===== src/rtl/tmr_pkg.sv =====
package tmr_pkg;

    localparam int CB_LEVEL  = 0;
    localparam int CB_DIV_LO = 2;
    localparam int CB_DIV_HI = 3;
    localparam int CB_RELOAD = 6;
    localparam int CB_RUN    = 7;
    localparam int CB_STATUS = 8;

    typedef enum logic [1:0] {
        SEL_LOAD  = 2'd0,
        SEL_COUNT = 2'd1,
        SEL_CTRL  = 2'd2,
        SEL_CLEAR = 2'd3
    } reg_sel_t;

    typedef enum logic {
        CS_HALT  = 1'b0,
        CS_COUNT = 1'b1
    } cnt_state_t;

    typedef enum logic [1:0] {
        IS_IDLE  = 2'd0,
        IS_PULSE = 2'd1,
        IS_HELD  = 2'd2
    } irq_state_t;

    typedef struct packed {
        logic       level;
        logic [1:0] div;
        logic       reload;
    } ctrl_t;

endpackage


===== src/rtl/tmr_prescaler.sv =====
module tmr_prescaler #(
    parameter int MID_LOG  = 4,
    parameter int HIGH_LOG = 8
) (
    input  logic       clk,
    input  logic       rst_n,
    input  logic [1:0] div_sel,
    output logic       tick
);
    localparam int PRE_W = HIGH_LOG;

    logic [PRE_W-1:0] pre_q;
    logic             wrap_mid;
    logic             wrap_high;

    always_ff @(posedge clk or negedge rst_n) begin
        if (!rst_n) begin
            pre_q <= '0;
        end else begin
            pre_q <= pre_q + {{(PRE_W-1){1'b0}}, 1'b1};
        end
    end

    assign wrap_mid  = &pre_q[MID_LOG-1:0];
    assign wrap_high = &pre_q;

    always_comb begin
        if (div_sel[1]) begin
            tick = wrap_high;
        end else if (div_sel[0]) begin
            tick = wrap_mid;
        end else begin
            tick = 1'b1;
        end
    end

endmodule


===== src/rtl/tmr_regfile.sv =====
module tmr_regfile
    import tmr_pkg::*;
#(
    parameter int ADDR_W = 4,
    parameter int DATA_W = 32,
    parameter int CNT_W  = 24
) (
    input  logic              clk,
    input  logic              rst_n,
    input  logic [ADDR_W-1:0] addr,
    input  logic [DATA_W-1:0] wdata,
    input  logic              we,
    input  logic              run,
    input  logic              status,
    input  logic [CNT_W-1:0]  cnt,
    output logic [CNT_W-1:0]  load_q,
    output ctrl_t             ctrl_q,
    output logic              load_wr,
    output logic              ctrl_wr,
    output logic              run_wr,
    output logic              clr_zero,
    output logic [CNT_W-1:0]  wr_val,
    output logic [DATA_W-1:0] rdata
);
    localparam logic [ADDR_W-1:0] OFF_LOAD  = ADDR_W'(0);
    localparam logic [ADDR_W-1:0] OFF_COUNT = ADDR_W'(4);
    localparam logic [ADDR_W-1:0] OFF_CTRL  = ADDR_W'(8);
    localparam logic [ADDR_W-1:0] OFF_CLEAR = ADDR_W'(12);
    localparam int PAD_W = DATA_W - CNT_W;

    reg_sel_t          sel;
    logic              hit;
    logic [DATA_W-1:0] ctrl_word;

    always_comb begin
        hit = 1'b1;
        sel = SEL_LOAD;
        unique case (addr)
            OFF_LOAD:  sel = SEL_LOAD;
            OFF_COUNT: sel = SEL_COUNT;
            OFF_CTRL:  sel = SEL_CTRL;
            OFF_CLEAR: sel = SEL_CLEAR;
            default:   hit = 1'b0;
        endcase
    end

    assign load_wr  = we && hit && (sel == SEL_LOAD);
    assign ctrl_wr  = we && hit && (sel == SEL_CTRL);
    assign clr_zero = we && hit && (sel == SEL_CLEAR) && (wdata == '0);
    assign run_wr   = wdata[CB_RUN];
    assign wr_val   = wdata[CNT_W-1:0];

    always_ff @(posedge clk or negedge rst_n) begin
        if (!rst_n) begin
            load_q <= '0;
            ctrl_q <= '0;
        end else begin
            if (load_wr) begin
                load_q <= wdata[CNT_W-1:0];
            end
            if (ctrl_wr) begin
                ctrl_q.level  <= wdata[CB_LEVEL];
                ctrl_q.div    <= wdata[CB_DIV_HI:CB_DIV_LO];
                ctrl_q.reload <= wdata[CB_RELOAD];
            end
        end
    end

    always_comb begin
        ctrl_word                      = '0;
        ctrl_word[CB_LEVEL]            = ctrl_q.level;
        ctrl_word[CB_DIV_HI:CB_DIV_LO] = ctrl_q.div;
        ctrl_word[CB_RELOAD]           = ctrl_q.reload;
        ctrl_word[CB_RUN]              = run;
        ctrl_word[CB_STATUS]           = status;
    end

    always_comb begin
        rdata = '0;
        if (hit) begin
            unique case (sel)
                SEL_LOAD:  rdata = {{PAD_W{1'b0}}, load_q};
                SEL_COUNT: rdata = {{PAD_W{1'b0}}, cnt};
                SEL_CTRL:  rdata = ctrl_word;
                SEL_CLEAR: rdata = {{PAD_W{1'b0}}, load_q};
                default:   rdata = '0;
            endcase
        end
    end

endmodule


===== src/rtl/tmr_counter.sv =====
module tmr_counter
    import tmr_pkg::*;
#(
    parameter int               CNT_W    = 24,
    parameter logic [CNT_W-1:0] MAX_LOAD = 24'h7F_FFFF
) (
    input  logic             clk,
    input  logic             rst_n,
    input  logic             tick,
    input  logic             ctrl_wr,
    input  logic             run_wr,
    input  logic             load_wr,
    input  logic [CNT_W-1:0] wr_val,
    input  logic             reload_sel,
    input  logic [CNT_W-1:0] load_q,
    output logic [CNT_W-1:0] cnt_q,
    output logic             run,
    output logic             expire
);
    localparam logic [CNT_W-1:0] ONE = CNT_W'(1);

    cnt_state_t       state_q;
    cnt_state_t       state_d;
    logic [CNT_W-1:0] reload_val;

    always_ff @(posedge clk or negedge rst_n) begin
        if (!rst_n) begin
            state_q <= CS_HALT;
        end else begin
            state_q <= state_d;
        end
    end

    always_comb begin
        state_d = state_q;
        unique case (state_q)
            CS_HALT:  if (ctrl_wr && run_wr)  state_d = CS_COUNT;
            CS_COUNT: if (ctrl_wr && !run_wr) state_d = CS_HALT;
            default:  state_d = CS_HALT;
        endcase
    end

    always_comb begin
        run        = (state_q == CS_COUNT);
        expire     = run && tick && (cnt_q == '0);
        reload_val = reload_sel ? load_q : MAX_LOAD;
    end

    always_ff @(posedge clk or negedge rst_n) begin
        if (!rst_n) begin
            cnt_q <= '0;
        end else begin
            unique case (state_q)
                CS_HALT: begin
                    if (load_wr) begin
                        cnt_q <= wr_val;
                    end
                end
                CS_COUNT: begin
                    if (tick) begin
                        cnt_q <= (cnt_q == '0) ? reload_val : (cnt_q - ONE);
                    end
                end
                default: cnt_q <= cnt_q;
            endcase
        end
    end

endmodule


===== src/rtl/tmr_irq.sv =====
module tmr_irq
    import tmr_pkg::*;
(
    input  logic clk,
    input  logic rst_n,
    input  logic expire,
    input  logic level,
    input  logic clr_zero,
    output logic irq,
    output logic status,
    output logic held
);
    irq_state_t state_q;
    irq_state_t state_d;
    irq_state_t fire_to;

    always_ff @(posedge clk or negedge rst_n) begin
        if (!rst_n) begin
            state_q <= IS_IDLE;
        end else begin
            state_q <= state_d;
        end
    end

    always_comb begin
        fire_to = level ? IS_HELD : IS_PULSE;
        state_d = state_q;
        unique case (state_q)
            IS_IDLE:  if (expire) state_d = fire_to;
            IS_PULSE: state_d = expire ? fire_to : IS_IDLE;
            IS_HELD:  if (clr_zero) state_d = IS_IDLE;
            default:  state_d = IS_IDLE;
        endcase
    end

    always_comb begin
        irq    = 1'b0;
        status = 1'b0;
        held   = 1'b0;
        unique case (state_q)
            IS_IDLE:  ;
            IS_PULSE: begin
                irq    = 1'b1;
                status = 1'b1;
            end
            IS_HELD: begin
                irq    = 1'b1;
                status = 1'b1;
                held   = 1'b1;
            end
            default:  ;
        endcase
    end

endmodule


===== src/rtl/tmr_down_timer.sv =====
module tmr_down_timer
    import tmr_pkg::*;
#(
    parameter int               ADDR_W   = 4,
    parameter int               DATA_W   = 32,
    parameter int               CNT_W    = 24,
    parameter logic [CNT_W-1:0] MAX_LOAD = 24'h7F_FFFF,
    parameter int               MID_LOG  = 4,
    parameter int               HIGH_LOG = 8
) (
    input  logic              clk_i,
    input  logic              rst_ni,
    input  logic [ADDR_W-1:0] bus_addr_i,
    input  logic [DATA_W-1:0] bus_wdata_i,
    input  logic              bus_we_i,
    output logic [DATA_W-1:0] bus_rdata_o,
    output logic              irq_o
);
    ctrl_t            ctrl_q;
    logic [CNT_W-1:0] load_q;
    logic [CNT_W-1:0] cnt_q;
    logic [CNT_W-1:0] wr_val;
    logic             load_wr;
    logic             ctrl_wr;
    logic             run_wr;
    logic             clr_zero;
    logic             tick;
    logic             run_q;
    logic             expire;
    logic             status;
    logic             held;

    tmr_regfile #(
        .ADDR_W (ADDR_W),
        .DATA_W (DATA_W),
        .CNT_W  (CNT_W)
    ) u_regs (
        .clk      (clk_i),
        .rst_n    (rst_ni),
        .addr     (bus_addr_i),
        .wdata    (bus_wdata_i),
        .we       (bus_we_i),
        .run      (run_q),
        .status   (status),
        .cnt      (cnt_q),
        .load_q   (load_q),
        .ctrl_q   (ctrl_q),
        .load_wr  (load_wr),
        .ctrl_wr  (ctrl_wr),
        .run_wr   (run_wr),
        .clr_zero (clr_zero),
        .wr_val   (wr_val),
        .rdata    (bus_rdata_o)
    );

    tmr_prescaler #(
        .MID_LOG  (MID_LOG),
        .HIGH_LOG (HIGH_LOG)
    ) u_pre (
        .clk     (clk_i),
        .rst_n   (rst_ni),
        .div_sel (ctrl_q.div),
        .tick    (tick)
    );

    tmr_counter #(
        .CNT_W    (CNT_W),
        .MAX_LOAD (MAX_LOAD)
    ) u_cnt (
        .clk        (clk_i),
        .rst_n      (rst_ni),
        .tick       (tick),
        .ctrl_wr    (ctrl_wr),
        .run_wr     (run_wr),
        .load_wr    (load_wr),
        .wr_val     (wr_val),
        .reload_sel (ctrl_q.reload),
        .load_q     (load_q),
        .cnt_q      (cnt_q),
        .run        (run_q),
        .expire     (expire)
    );

    tmr_irq u_irq (
        .clk      (clk_i),
        .rst_n    (rst_ni),
        .expire   (expire),
        .level    (ctrl_q.level),
        .clr_zero (clr_zero),
        .irq      (irq_o),
        .status   (status),
        .held     (held)
    );

endmodule


===== config.mk =====
export PLATFORM = sky130hd
export DESIGN_NAME = tmr_down_timer
export DESIGN_NICKNAME = d
export VERILOG_FILES = /design/src/rtl/tmr_pkg.sv /design/src/rtl/tmr_prescaler.sv /design/src/rtl/tmr_regfile.sv /design/src/rtl/tmr_counter.sv /design/src/rtl/tmr_irq.sv /design/src/rtl/tmr_down_timer.sv
export SDC_FILE = /design/constraint.sdc
export NUM_CORES = 1
export LEC_CHECK = 0
export BUFFER_PORTS_ARGS = -buffer_cell sky130_fd_sc_hd__buf_4
export CORE_MARGIN = 4
export CORE_UTILIZATION = 61
export CTS_CLUSTER_DIAMETER = 30
export CTS_CLUSTER_SIZE = 24
export DETAILED_ROUTE_END_ITERATION = 7
export PLACE_DENSITY = 0.86
export SKIP_CTS_REPAIR_TIMING = 1
export SLEW_MARGIN = 20
export SYNTH_ARGS = -nofsm -noshare
export SYNTH_HDL_FRONTEND = slang
export SYNTH_SLANG_ARGS = --single-unit

===== constraint.sdc =====
create_clock -name clk_i -period 6.3 [get_ports clk_i]
set_clock_uncertainty 0.15 [all_clocks]
set_input_delay 0.63 -clock clk_i [delete_from_list [all_inputs] [get_ports clk_i]]
set_output_delay 0.63 -clock clk_i [all_outputs]
set_load 0.01 [all_outputs]

==> results.md <==
- Status: finished clean
- Power Density: approximately 340 mW/mm2
- Dpl hpwl: approximately 8.1 mm
- Clk pin slew, worst setup/hold paths: 0.08 ns
- Core area: ~0.0065 mm2
- Worst Slack Setup Final: 2.49 ns
- Synthesized instance count: 529
- Layout Area Growth over Synthesis: 16.7%
- Largest net degree at the start of global routing: 64
- IO Pins: 72
- Die height: around 91 um
- # port buffers: 63
- Avg Cell Area, Syn: roughly 7.9 um2
- RSZ-0062 raised after global routing: no
- Critical path class: register to register
- Root Buffer: clkbuf_8
- Crit path capture type: register
- Critical Path Fanout Max: 16
- Total of max-cap violations: 0
- Post-Synthesis Cell Area: 0.00416 mm2
- CP startpoint kind: register
- Primary FF master, synth: dfrtp_1
- Unique masters post-synth: 59
- Initial antenna violation count: 0
- DRT Wirelength: 12.2 mm
- Die ar.: 0.00820 mm2
- Placed cells: 635
- Share of cells above drive strength 1: 16.9%
- Slew of the pin with the lowest slew margin: 0.896 ns
- Crit path time final: roughly 3.8 ns
- Final setup viols: 0
- Top cell type by total area after synthesis: dfrtp_1
- DR WL/cell: 18.8 um
- Slew Limit Fails: 0
- Clock sink total: 63
- P_leak: roughly 2.2 nW
- DR iter-0 viols: 395
- HP Class: primary input to asynchronous set/reset pin
- Total track usage: between 30% and 40%
- Routed vias/inst: 6.44
- YS warnings: 0
- Tcrit/Tclk final: slightly above 60%
- ANT nets after route: 0
- Worst path bufs/invs: 1
- Antenna diode count: 0
- CTS max path bufs: 2
- Chip width: 90.6 um
- H-tree depth: 3
- Final instance area: 0.00485 mm2
- CP top delay family: simple AND/OR/NAND/NOR gates
- Global-route wire length before repair: 20.3 mm
- Flop and latch count out of synthesis: 63
- Layout Nets: 617
- Initial Utilization: 64.0%
- Worst slew margin: 39.4%
- VDD IR max: 0.000272 V
- CP Cell Sequence: inv_1 -> ha_1 -> nor4b_1 -> nand4_1 -> or3_1 -> and3_1 -> o31ai_1
- Fin cells: 651
- Most common cell in the netlist: nand2_1
- Worst R2R Start: u_cnt.cnt_q[0]
- Cell count of the worst reg-to-reg path: 7
- DRT Pass-1 Iters: 5
- Share of the synthesized area in the top cell type: 37.9%
- Clk_lat worst skew: 0.35 ns
- DP Worst Slack: around 2.3 ns
- Register area share after synthesis: 37.9%
- Reg2reg setup slack: 2.49 ns
- Total power: 0.00165 W
- Setup TNS: 0 ns
- Synth top area cells: dfrtp_1 (38%), nand2_1 (9.7%), nor2_1 (5.9%)
- Total CTS buffers: 9
- Worst path max stage delay: slightly below 0.8 ns
- Placed Area: 0.00459 mm2
- Vias in the first global route: just over 4,000
- Placer Congestion: just over 0.9
- Fmax: between 200 and 300 MHz
- Post-synth EDFFs: 0
- Final hold violations: 0
- CTS tree: done
- Reg-to-reg endpoint: u_cnt.cnt_q[3]
- Worst Path Arrival: 3.90 ns
- Fraction of registers with async set or reset after synthesis: 100%
- Vias post-DR: 4,194
- Synth cell count leaders: nand2_1 (107), nor2_1 (65), dfrtp_1 (63), a21oi_1 (39), clkbuf_1 (36)
- CP max-delay cell: or3_1
- DRC: 0
- Crit path required time: 6.40 ns
- Total grt overflow: 0
- Rows: 29
-- through the flow --
stage          util, %  hold slack [ns]
6_report          74.7            0.204
3_5_place_dp      70.6            0.340
3_3_place_gp      70.6            0.311
4_1_cts           74.6            0.237
2_1_floorplan        -            0.184
5_1_grt           74.7            0.258
-- worst max-delay path by stage --
stage	start	endpoint	slack, ns	cells after the start
final	u_cnt.cnt_q[0]	u_cnt.cnt_q[3]	2.49	7
after global routing	u_cnt.cnt_q[0]	u_cnt.cnt_q[11]	2.29	7
after CTS	u_cnt.cnt_q[0]	u_cnt.cnt_q[3]	2.58	7
after detailed placement	bus_addr_i[1]	u_cnt.cnt_q[16]	2.26	12
after global placement	bus_addr_i[1]	u_cnt.cnt_q[16]	2.34	12
after floorplan	bus_addr_i[1]	bus_rdata_o[0]	3.58	7
-- where the power goes --
part / switching, W / internal [W] / total (W)
logic: 0.000280 / 0.000216 / 0.000495
clock network: 0.000167 / 0.000302 / 0.000469
registers: 0.000173 / 0.000513 / 0.000686
total: 0.000619 / 0.00103 / 0.00165
-- cells in the final DEF, fill, tap and decap left out, types with 4 or more instances in the layout --
master / count
a211oi_1: 5
a21oi_1: 38
a22oi_1: 4
and3_1: 4
buf_4: 68
bufinv_16: 4
clkbuf_8: 9
conb_1: 8
dfrtp_1: 63
ha_1: 9
inv_1: 15
mux2_2: 4
nand2_1: 107
nand2b_1: 4
nand3_1: 8
nand4_1: 5
nor2_1: 65
nor3_1: 11
nor3b_1: 18
nor4_1: 16
o211ai_1: 4
o21ai_0: 4
o21ai_1: 10
o31ai_1: 11
or3_1: 7
or4_1: 5
xnor2_1: 5
xor2_1: 7
-- worst register-to-register path, stage by stage, from the launching register on --
cell and delay (ns):
dfrtp_1 0.39, inv_1 0.14, ha_1 0.23, nor4b_1 0.75, nand4_1 0.75, or3_1 0.79
and3_1 0.28, o31ai_1 0.23
-- logic make-up after synthesis --
kind of cell | Yosys count | synth area share (%)
AO/OA/AOI/OAI | 107 | 16.8
XOR/XNOR | 12 | 2.53
adder cells (fa/ha/maj) | 9 | 2.71
AND/OR/NAND/NOR | 269 | 31.5
other | 1 | 0.0902
flip-flops | 63 | 37.9
buffers and inverters | 61 | 6.59
multiplexers | 7 | 1.81
-- routing by layer --
| layer | vias up | global-route usage [%] | routed length (um) |
|---|---|---|---|
| li1 | 1921 | - | - |
| met1 | 1979 | 40.6 | 4850 |
| met2 | 261 | 47.9 | 5930 |
| met3 | 33 | 6.83 | 1190 |
| met4 | 0 | 12.2 | 268 |
| met5 | - | 0 | 0 |
-- final cells by class --
class	count	area, um2
tap	77	96.3
inverter	15	56.3
multi-input combinational	412	2350
clock buffer	10	128
fill	488	1640
sequential	63	1580
timing repair buffer	68	510
clock inverter	6	133
-- flip-flops by register name, summed over array words and instances, names as in the netlist, named ones only --
register,count
u_cnt.cnt_q,24
u_regs.load_q,24
u_pre.pre_q,8
u_regs.ctrl_q,4
u_irq.state_q,2
Note: power is estimated with default switching activity, not from simulation.
